**src/rtl/sio_pkg.sv**
```systemverilog
package sio_pkg;
  localparam int BYTE_W = 8;
  localparam int OFF_MODE = 0;
  localparam int OFF_STAT = 2;
  localparam int OFF_CMD = 4;
  localparam int OFF_DATA = 6;
  localparam int OFF_AUX = 8;
  localparam int OFF_INT = 10;
  localparam int OFF_VEC = 24;

  typedef enum logic [2:0] {
    SEL_NONE, SEL_MODEA, SEL_MODEB, SEL_STAT, SEL_RX, SEL_AUX, SEL_ISR, SEL_VEC
  } rd_sel_e;

  typedef struct packed {
    logic    wrModeA;
    logic    wrModeB;
    logic    wrClk;
    logic    wrAux;
    logic    wrImr;
    logic    wrVec;
    logic    wrTx;
    logic    popRx;
    logic    rxRst;
    logic    txRst;
    logic    rxEnSet;
    logic    rxEnClr;
    logic    txEnSet;
    logic    txEnClr;
    rd_sel_e rdSel;
  } strobe_t;
endpackage

```
**src/rtl/sio_ctrl.sv**
```systemverilog
module sio_ctrl
  import sio_pkg::*;
#(
  parameter int ADDR_W = 5
) (
  input  logic              clk,
  input  logic              rstN,
  input  logic              cs,
  input  logic              rd,
  input  logic              wr,
  input  logic              iack,
  input  logic [ADDR_W-1:0] addr,
  input  logic [BYTE_W-1:0] wdata,
  output strobe_t           stb
);
  logic modePtr;
  logic ptrRst;
  logic wrHit, rdHit;

  assign wrHit = cs && wr && !iack;
  assign rdHit = cs && rd && !iack;

  always_comb begin
    stb = '0;
    stb.rdSel = SEL_NONE;
    ptrRst = 1'b0;
    if (iack) begin
      stb.rdSel = SEL_VEC;
    end else begin
      if (rdHit) begin
        case (addr)
          ADDR_W'(OFF_MODE): stb.rdSel = modePtr ? SEL_MODEB : SEL_MODEA;
          ADDR_W'(OFF_STAT): stb.rdSel = SEL_STAT;
          ADDR_W'(OFF_DATA): begin stb.rdSel = SEL_RX; stb.popRx = 1'b1; end
          ADDR_W'(OFF_AUX):  stb.rdSel = SEL_AUX;
          ADDR_W'(OFF_INT):  stb.rdSel = SEL_ISR;
          ADDR_W'(OFF_VEC):  stb.rdSel = SEL_VEC;
          default:           stb.rdSel = SEL_NONE;
        endcase
      end
      if (wrHit) begin
        case (addr)
          ADDR_W'(OFF_MODE): begin stb.wrModeA = !modePtr; stb.wrModeB = modePtr; end
          ADDR_W'(OFF_STAT): stb.wrClk = 1'b1;
          ADDR_W'(OFF_CMD): begin
            case (wdata[7:4])
              4'h1:    ptrRst = 1'b1;
              4'h2:    stb.rxRst = 1'b1;
              4'h3:    stb.txRst = 1'b1;
              default: ;
            endcase
            stb.rxEnSet = wdata[0];
            stb.rxEnClr = wdata[1];
            stb.txEnSet = wdata[2];
            stb.txEnClr = wdata[3];
          end
          ADDR_W'(OFF_DATA): stb.wrTx = 1'b1;
          ADDR_W'(OFF_AUX):  stb.wrAux = 1'b1;
          ADDR_W'(OFF_INT):  stb.wrImr = 1'b1;
          ADDR_W'(OFF_VEC):  stb.wrVec = 1'b1;
          default: ;
        endcase
      end
    end
  end

  always_ff @(posedge clk) begin
    if (!rstN)         modePtr <= 1'b0;
    else if (ptrRst)   modePtr <= 1'b0;
    else if (stb.wrModeA) modePtr <= 1'b1;
  end
endmodule

```
**src/rtl/sio_datapath.sv**
```systemverilog
module sio_datapath
  import sio_pkg::*;
#(
  parameter int              RX_DEPTH  = 4,
  parameter logic [BYTE_W-1:0] VEC_RESET = 8'h0F
) (
  input  logic              clk,
  input  logic              rstN,
  input  strobe_t           stb,
  input  logic [BYTE_W-1:0] wdata,
  input  logic [BYTE_W-1:0] rxByte,
  input  logic              rxValid,
  input  logic              txFree,
  output logic [BYTE_W-1:0] rdata,
  output logic [BYTE_W-1:0] txByte,
  output logic              txValid,
  output logic              irq,
  output logic [BYTE_W-1:0] clkSel,
  output logic [BYTE_W-1:0] auxCtrl,
  output logic [BYTE_W-1:0] modeA,
  output logic [BYTE_W-1:0] modeB
);
  localparam int CNT_W = $clog2(RX_DEPTH + 1);
  localparam int PTR_W = (RX_DEPTH > 1) ? $clog2(RX_DEPTH) : 1;

  logic [BYTE_W-1:0] imr, vecReg, txHold;
  logic              rxEn, txEn, holdFull, overrun;
  logic [BYTE_W-1:0] rxMem [RX_DEPTH];
  logic [PTR_W-1:0]  rdPtr, wrPtr;
  logic [CNT_W-1:0]  rxCount;
  logic              rxReady, rxFull, txReady, push, doPop, txLoad;
  logic [BYTE_W-1:0] status, isr, widthMask;

  assign rxReady = (rxCount != '0);
  assign rxFull  = (rxCount == CNT_W'(RX_DEPTH));
  assign txReady = txEn && !holdFull;
  assign status  = {3'b000, overrun, 1'b0, txReady, rxFull, rxReady};
  assign isr     = {6'b0, rxReady, txReady};
  assign irq     = |(isr & imr);
  assign push    = rxValid && rxEn && !rxFull;
  assign doPop   = stb.popRx && rxReady;
  assign txLoad  = stb.wrTx && txReady;
  assign widthMask = 8'hFF >> (2'd3 - modeA[1:0]);
  assign txByte  = txHold;
  assign txValid = holdFull;

  function automatic logic [PTR_W-1:0] nextPtr(input logic [PTR_W-1:0] p);
    return (p == PTR_W'(RX_DEPTH - 1)) ? '0 : p + 1'b1;
  endfunction

  always_ff @(posedge clk) begin
    if (!rstN) begin
      modeA <= '0; modeB <= '0; clkSel <= '0; auxCtrl <= '0;
      imr <= '0; vecReg <= VEC_RESET;
    end else begin
      if (stb.wrModeA) modeA <= wdata;
      if (stb.wrModeB) modeB <= wdata;
      if (stb.wrClk)   clkSel <= wdata;
      if (stb.wrAux)   auxCtrl <= wdata;
      if (stb.wrImr)   imr <= wdata;
      if (stb.wrVec)   vecReg <= wdata;
    end
  end

  always_ff @(posedge clk) begin
    if (!rstN) begin
      rxEn <= 1'b0; rdPtr <= '0; wrPtr <= '0; rxCount <= '0; overrun <= 1'b0;
    end else if (stb.rxRst) begin
      rxEn <= 1'b0; rdPtr <= '0; wrPtr <= '0; rxCount <= '0; overrun <= 1'b0;
    end else begin
      if (stb.rxEnClr)      rxEn <= 1'b0;
      else if (stb.rxEnSet) rxEn <= 1'b1;
      if (rxValid && rxEn && rxFull) overrun <= 1'b1;
      if (push)  wrPtr <= nextPtr(wrPtr);
      if (doPop) rdPtr <= nextPtr(rdPtr);
      if (push && !doPop)      rxCount <= rxCount + 1'b1;
      else if (doPop && !push) rxCount <= rxCount - 1'b1;
    end
  end

  always_ff @(posedge clk) begin
    if (push) rxMem[wrPtr] <= rxByte & widthMask;
  end

  always_ff @(posedge clk) begin
    if (!rstN || stb.txRst) begin
      txEn <= 1'b0; holdFull <= 1'b0; txHold <= '0;
    end else begin
      if (stb.txEnClr)      txEn <= 1'b0;
      else if (stb.txEnSet) txEn <= 1'b1;
      if (txLoad) begin
        holdFull <= 1'b1;
        txHold <= wdata;
      end else if (holdFull && txFree) begin
        holdFull <= 1'b0;
      end
    end
  end

  always_comb begin
    case (stb.rdSel)
      SEL_MODEA: rdata = modeA;
      SEL_MODEB: rdata = modeB;
      SEL_STAT:  rdata = status;
      SEL_RX:    rdata = rxReady ? rxMem[rdPtr] : '0;
      SEL_AUX:   rdata = auxCtrl;
      SEL_ISR:   rdata = isr;
      SEL_VEC:   rdata = vecReg;
      default:   rdata = '0;
    endcase
  end
endmodule

```
**src/rtl/sio_regfront.sv**
```systemverilog
module sio_regfront
  import sio_pkg::*;
#(
  parameter int                ADDR_W    = 5,
  parameter int                RX_DEPTH  = 4,
  parameter logic [BYTE_W-1:0] VEC_RESET = 8'h0F
) (
  input  logic              clk,
  input  logic              rstN,
  input  logic              cs,
  input  logic              rd,
  input  logic              wr,
  input  logic [ADDR_W-1:0] addr,
  input  logic [7:0]        wdata,
  output logic [7:0]        rdata,
  input  logic              iack,
  output logic              irq,
  input  logic [7:0]        rxByte,
  input  logic              rxValid,
  output logic [7:0]        txByte,
  output logic              txValid,
  input  logic              txFree,
  output logic [7:0]        clkSel,
  output logic [7:0]        auxCtrl,
  output logic [7:0]        modeA,
  output logic [7:0]        modeB
);
  strobe_t stb;

  sio_ctrl #(.ADDR_W(ADDR_W)) u_ctrl (
    .clk(clk), .rstN(rstN), .cs(cs), .rd(rd), .wr(wr), .iack(iack),
    .addr(addr), .wdata(wdata), .stb(stb)
  );

  sio_datapath #(.RX_DEPTH(RX_DEPTH), .VEC_RESET(VEC_RESET)) u_dp (
    .clk(clk), .rstN(rstN), .stb(stb), .wdata(wdata),
    .rxByte(rxByte), .rxValid(rxValid), .txFree(txFree),
    .rdata(rdata), .txByte(txByte), .txValid(txValid), .irq(irq),
    .clkSel(clkSel), .auxCtrl(auxCtrl), .modeA(modeA), .modeB(modeB)
  );
endmodule

```
**config.mk**
```make
export PLATFORM = sky130hd
export DESIGN_NAME = sio_regfront
export DESIGN_NICKNAME = d
export VERILOG_FILES = /design/src/rtl/sio_pkg.sv /design/src/rtl/sio_ctrl.sv /design/src/rtl/sio_datapath.sv /design/src/rtl/sio_regfront.sv
export SDC_FILE = /design/constraint.sdc
export NUM_CORES = 1
export LEC_CHECK = 0
export BUFFER_PORTS_ARGS = -buffer_cell sky130_fd_sc_hd__buf_2
export CORE_ASPECT_RATIO = 0.5
export CORE_UTILIZATION = 47
export CTS_CLUSTER_DIAMETER = 80
export DETAILED_ROUTE_END_ITERATION = 6
export GPL_ROUTABILITY_DRIVEN = 0
export GPL_TIMING_DRIVEN = 0
export PLACE_DENSITY = 0.72
export SLEW_MARGIN = 20
export SYNTH_ARGS = -nofsm -noshare
export SYNTH_HDL_FRONTEND = slang
export SYNTH_SLANG_ARGS = --single-unit
```
**constraint.sdc**
```tcl
create_clock -name clk -period 3.37 [get_ports clk]
set_input_delay 0.8425 -clock clk [delete_from_list [all_inputs] [get_ports clk]]
set_output_delay 0.8425 -clock clk [all_outputs]
set_load 0.05 [all_outputs]
```
==> impl_results.md, run 1 <==
- Detailed Place HPWL: 8.54 mm
- Overflow after GRT: 0
- Clk buf depth: 2
- Ports: 79
- Unique masters post-synth: 60
- CP Max Fanout: 6
- Endpoint class of the critical path: output port
- Most frequent cells in the layout: 69 x buf_2, 64 x dfxtp_1, 53 x mux2i_1, 41 x nor2b_1, 33 x inv_1
- Min-Delay Path Class: flop to flop
- Hold depth: 2
- Fillers: slightly below 800
- Die Ht: 73.8 µm
- Dominant synthesized flop cell: dfxtp_1
- Multi-input gate area in the final layout: roughly 2500 µm²
- CTS tree: built
- Total power: 0.00244 W
- Commonest non-fill, non-tap cell in the layout: buf_2
- Worst-Margin Slew: between 0.6 and 0.7 ns
- Top cell type's share of synthesized area: about a quarter
- DRT iter0 DRCs: 170
- Register area: 2240 µm²
- Gate power share: 7.9%
- Htree depth: 3
- Clock power share: 43.3%
- CP startpoint kind: primary input
- EDFF count, synth: 32
- R2R cell count: 10
- Number of global-route vias before repair: 3417
- Drt drc: 0
- M1 GR Usage: 32.6%
- PwrDens: 404 nW/µm²
- Rows: 25
- Switch Pwr: about 0.00058 W
- Buffers on Ports: 69
- Remaining antenna violation count: 0
- Fmax: a little under 300 MHz
- Flops & latches, synth: 96
- Min-delay src: u_dp.txByte[5]$_SDFFE_PP0P_
- Met2 Use GR: 36.4%
- Violated checks: negative setup slack
- Post-layout min period: 3.38 ns
- Maxcap violations: 0
- Syn_nets: between 400 and 500
- Fin crit share: 100%
- Sequential element share of the synthesized area: approximately 46%
- CTS clock-pin slew for the worst setup and hold paths: 0.07 ns
- Worst Path Arrival: 2.54 ns
- WL/cell: 18.4 µm
- Share of post-route cells with drive strength above 1: 31.3%
- Nets@finish: 555
- Worst setup slack after layout: -0.0138 ns
- GRT Overall Usage: between 20% and 30%
- Clock latency on the worst-skew pair: around 0.36 ns
- Switching share of power: 23.8%
- Status: finished, violations left
- Starting Density: roughly 50%
- Leakage: 2.42 nW
- Routed via count: 3698
- Die W: 146 µm
- R2R Setup Slk: roughly 0.84 ns
- Synth async-reset ratio: 0%
- Worst slew margin: 53.5%
- Largest net degree at the start of global routing: 17
- VDD IR-drop max: ~0.24 mV
- Yosys top cell by area: dfxtp_1
- Seq pwr share: 48.8%
- Final wirelength: 12.1 mm
- Hold Path End: u_dp.txByte[5]$_SDFFE_PP0P_
- Layout Utilization: 62.2%
- Fin. max-slew vios: 0
- Met3 Use GR: 5.59%
- Post-Synthesis Cells: 430
- Core Region: just under 10000 µm²
- RSZ-0062 raised after global routing: true
- Final Hold Vio Count: 0
- Via-to-Cell Ratio: 5.61
- Num CTS Buffers: 9
- Ant. Diodes: 0
- CP Data Required Time: about 2.5 ns
- Post-Synthesis Cell Area: 4850 µm²
- Busiest grt layer: met2
- Area grow syn2layout: 24.9%
- CTS Sinks: 96
- Pre-antenna DRT Iters: 4
- Synth area leaders: dfxtp_1 26%, edfxtp_1 20%, mux2i_1 11%
- R2R Path End: u_dp.rxCount[2]$_SDFFE_PP0P_
- Clock skew: ~0.0075 ns
- Setup-failing EPs final: 1
- Worst Path Class, Setup: primary input to output port
- Die area: approximately 11000 µm²
- Root Driver: clkbuf_16
- Critical R2R Launch: u_dp.rxCount[0]$_SDFFE_PP0P_
- Syn Area/Cell: 11.3 µm²
- Internal: 0.00186 W
- YS warnings: 0
- Antenna violations before repair: 0
- Global-route wire length before repair: 18.8 mm
[final cells by class]
class / instances / share of cell area [%]
multi-input cells: 267 / 40.5
flip-flops and latches: 96 / 37.0
repair buffers: 79 / 8.62
plain buffers: 34 / 3.91
clock inverters: 4 / 0.537
clock buffers: 12 / 4.61
inverters: 32 / 1.98
well taps: 135 / 2.79
[worst max path at each step]
stage	from	to	slack, ns	depth (start not counted)
detailed placement	addr[2]	rdata[5]	-0.14	9
finish	addr[2]	rdata[7]	-0.01	9
CTS	addr[2]	rdata[6]	-0.02	9
floorplan	addr[4]	rdata[3]	-0.17	5
global placement	addr[3]	rdata[5]	-0.13	8
global route	addr[2]	rdata[7]	-0.07	9
[power groups by stage]
stage	clock network, W	logic [W]	registers, W
after floorplan	0	0.000101	0.00122
after global placement	0	0.000153	0.00122
after detailed placement	0	0.000155	0.00122
after CTS	0.00108	0.000181	0.00119
after global routing	0.00112	0.000203	0.00119
final	0.00106	0.000194	0.00119
[per-stage QoR]
stage,hold WS [ns],std cells,setup TNS [ns],setup WS (ns),instance area [µm²]
detailed placement,0.477,634,-0.817,-0.141,5380
global placement,0.468,634,-0.775,-0.133,5380
global route,0.512,659,-0.325,-0.0720,6050
finish,0.486,659,-0.0138,-0.0138,6050
CTS,0.493,658,-0.0273,-0.0172,5930
floorplan,0.427,430,-0.666,-0.166,4860
[synth_stat cells, drive strengths merged (9+ instances only)]
cell type / n
o2111ai: 14
nand2: 9
edfxtp: 32
dfxtp: 64
mux2i: 53
a2111oi: 12
nand4: 16
a311oi: 12
inv: 32
clkbuf: 11
nor2: 22
buf: 24
and2: 10
nor2b: 41
[critical path: stages]
cell and delay, ns:
buf_6 0.10, buf_8 0.11, or3b_1 0.38, buf_6 0.16, buf_16 0.13, a311oi_2 0.26
o2111ai_1 0.15, o2111ai_1 0.16, buf_4 0.23
[kinds of logic (layout without fill, tap and decap cells)]
family          after synthesis  after routing  synth area share (%)
compound gates               72             72                  13.7
xor+xnor                      4              4                 0.723
fa+ha+maj                     7              7                  1.96
buf+inv                      67            161                  6.68
flops                        96             96                  46.2
mux                          61             61                  14.7
simple gates                123            123                  16.0
[per-layer routing]
metal  wire [µm]  vias to the layer above
li1            -                     1774
met1        5830                     1783
met2        5260                      122
met3         854                       19
met4         179                        0
met5           0                        -
[sequential cells by signal (all words and copies together) (netlist names), named ones only]
register and flops:
u_dp.overrun 1, u_dp.vecReg 8, u_dp.txEn 1, u_dp.modeA 8
u_ctrl.modePtr 1, u_dp.rdPtr 2, u_dp.modeB 8, u_dp.rxMem 32
u_dp.txValid 1, u_dp.rxEn 1, u_dp.rxCount 3, u_dp.clkSel 8
u_dp.imr 2, u_dp.auxCtrl 8, u_dp.txByte 8, u_dp.wrPtr 2
[repair_timing]
item,CTS,global route
buffers inserted,7,2
endpoints found under the setup margin,8,8
hold buffers,0,0
gates cloned,1,0
pin swaps,12,16
resized for setup,39,25
Note: power is estimated with default switching activity, not from simulation.
==> run 2: changes to the inputs <==
Settings changed: CELL_PAD_IN_SITES_DETAIL_PLACEMENT set to 0, CELL_PAD_IN_SITES_GLOBAL_PLACEMENT set to 2, CORE_UTILIZATION 47 to 37, PLACE_DENSITY 0.72 to 0.84.
==> run 2 against run 1 <==
  * Largest cell class unchanged
  * Via count fell by 2.1%
  * Maximum frequency rose by 0.37%
  * Largest power group unchanged
  * Final cell count grew 5.2%
  * Wire length grew 8.1%
  * Critical path depth decreased by 1
  * First-iteration DRC count up 41%
  * Utilization decreased by 14 points
  * The flow finishes with violations (design-rule violations, negative setup slack)
  * Sequential share of layout area fell by 0.52 points
==> impl_results.md, run 2 (synthesis gave the netlist of run 1 again) <==
- Status: finished, violations left
- Violated checks: design-rule violations, negative setup slack
- Fin. max-slew vios: 0
- Die Ht: 82.9 µm
- Largest net degree at the start of global routing: 19
- Clock skew: about 0.014 ns
- VDD IR-drop max: 0.298 mV
- Via-to-Cell Ratio: 5.22
- Share of post-route cells with drive strength above 1: 32.9%
- WL/cell: about 19 µm
- Pre-antenna DRT Iters: 7
- Global-route wire length before repair: 20.1 mm
- Core Region: approximately 13000 µm²
- Nets@finish: 554
- Number of global-route vias before repair: 3518
- Clock latency on the worst-skew pair: between 0.3 and 0.4 ns
- Clk buf depth: 2
- Min-Delay Path Class: flop to flop
- GRT Overall Usage: approximately a fifth
- CP Max Fanout: 10
- Detailed Place HPWL: 9.37 mm
- Starting Density: 38.1%
- Hold buffer count at cts: 0
- Seq pwr share: 49.9%
- Buffers on Ports: 69
- Switching share of power: 25.5%
- Worst Path Class, Setup: primary input to output port
- Switch Pwr: 0.000608 W
- Max incr delay on CP: around 0.38 ns
- Setup TNS Final: -0.00116 ns
- Most frequent cells in the layout: 68 x buf_2, 64 x dfxtp_1, 53 x mux2i_1, 41 x nor2b_1
- Rows: 29
- Die area: 13600 µm²
- Endpoint class of the critical path: output port
- Max reg flops: 32
- Remaining antenna violation count: 0
- CTS clock-pin slew for the worst setup and hold paths: 0.06 ns
- DRT iter0 DRCs: 240
- RSZ-0062 raised after global routing: true
- Htree depth: 3
- Area grow syn2layout: 26.6%
- Final Hold Vio Count: 0
- Fin crit share: 100%
- Buffer and inverter count on the worst path: 4
- R2R Path End: u_dp.rxCount[2]$_SDFFE_PP0P_
- Root Driver: clkbuf_16
- Worst Path Arrival: 2.53 ns
- Final wirelength: 13.1 mm
- Gate power share: 8.3%
- CP most frequent cell: buf_8
- Maxcap violations: 0
- PwrDens: 389 nW/µm²
- Clock power share: 41.8%
- Most flop-heavy register: u_dp.rxMem
- Critical path depth: 8
- CTS Sinks: between 90 and 100
- Die W: approximately 160 µm
- Worst path cell trace: buf_8 > buf_8 > nor4b_4 > buf_4 > a2111oi_2 > o211ai_1 > o2111ai_2 > buf_6
- Setup-failing EPs final: 1
- Hold WS: 0.490 ns
- R2R Setup Slk: 0.89 ns
- Crit path max-delay family: buffers and inverters
- CP Data Required Time: 2.53 ns
- R2R cell count: 10
- Worst setup slack after layout: -0.00116 ns
- Routed via count: 3620
- Slowest CP cell: o211ai_1
- Pre-CTS setup slack: -0.257 ns
- Critical R2R Launch: u_dp.rxCount[0]$_SDFFE_PP0P_
- Ant. Diodes: 0
- Worst-Margin Slew: 0.671 ns
- Drt drc: 2
- Ports: 79
- Hold depth: 2
- Worst slew margin: 55.0%
- CP startpoint kind: primary input
- Min-delay src: u_dp.vecReg[1]$_SDFFE_PN1P_
- CTS tree: built
- Overflow after GRT: 0
- Hold Path End: u_dp.vecReg[1]$_SDFFE_PN1P_
- Post-layout min period: roughly 3.4 ns
- Commonest non-fill, non-tap cell in the layout: buf_2
- Fmax: slightly below 300 MHz
- Internal: 0.00178 W
- Leakage: 2.42 nW
- DP Cell Count: 669
- Antenna violations before repair: 0
- Num CTS Buffers: 9
- Layout Utilization: 48.2%
- Final Non-Filler Cells: between 600 and 700
-- run 2: layout make-up --
type / count / area, µm²
well taps: 170 / 213
flip-flops and latches: 96 / 2240
clock inverters: 7 / 58.8
repair buffers: 78 / 515
fillers: 1172 / 6600
inverters: 32 / 120
multi-input cells: 267 / 2520
clock buffers: 9 / 225
plain buffers: 34 / 241
-- run 2: how the worst max path moves through the flow --
stage,startpoint,endpoint
2_1_floorplan,addr[4],rdata[3]
3_3_place_gp,addr[3],rdata[4]
3_5_place_dp,addr[3],rdata[1]
4_1_cts,addr[3],rdata[6]
5_1_grt,addr[3],rdata[2]
6_report,addr[2],rdata[0]
-- run 2: through the flow --
| stage | power, W | instance area, µm² |
|---|---|---|
| after floorplan | 0.00132 | 4860 |
| after global placement | 0.00138 | 5420 |
| after detailed placement | 0.00138 | 5420 |
| after CTS | 0.00239 | 5980 |
| after global routing | 0.00246 | 6140 |
| final | 0.00239 | 6140 |
-- run 2: timing repair --
item                       CTS  global route
setup endpoints to repair    8             8
buffers inserted             6             2
gates resized for setup     56            22
cloned                       0             1
pin swaps                   11            18
-- run 2: worst min-delay path, stage by stage, from the launching register on --
cell and delay [ns]:
dfxtp_1 0.34, mux2i_1 0.07, nand2_1 0.06
-- run 2: routing by layer --
layer	track usage [%]	share of wire [%]	routed length, µm	vias to the layer above
met3	4.35	5.5	727	11
li1	-	-	-	1779
met2	29.7	45	5890	80
met5	0	0	0	-
met4	4.29	0.81	106	0
met1	28.7	49	6380	1750
-- run 2: power by group through the flow --
stage               sequential (W)  combinational [W]  clock (W)
floorplan                  0.00122           0.000101          0
global placement           0.00122           0.000156          0
detailed placement         0.00122           0.000158          0
CTS                        0.00119           0.000183    0.00102
global route               0.00119           0.000210    0.00106
finish                     0.00119           0.000197   0.000999
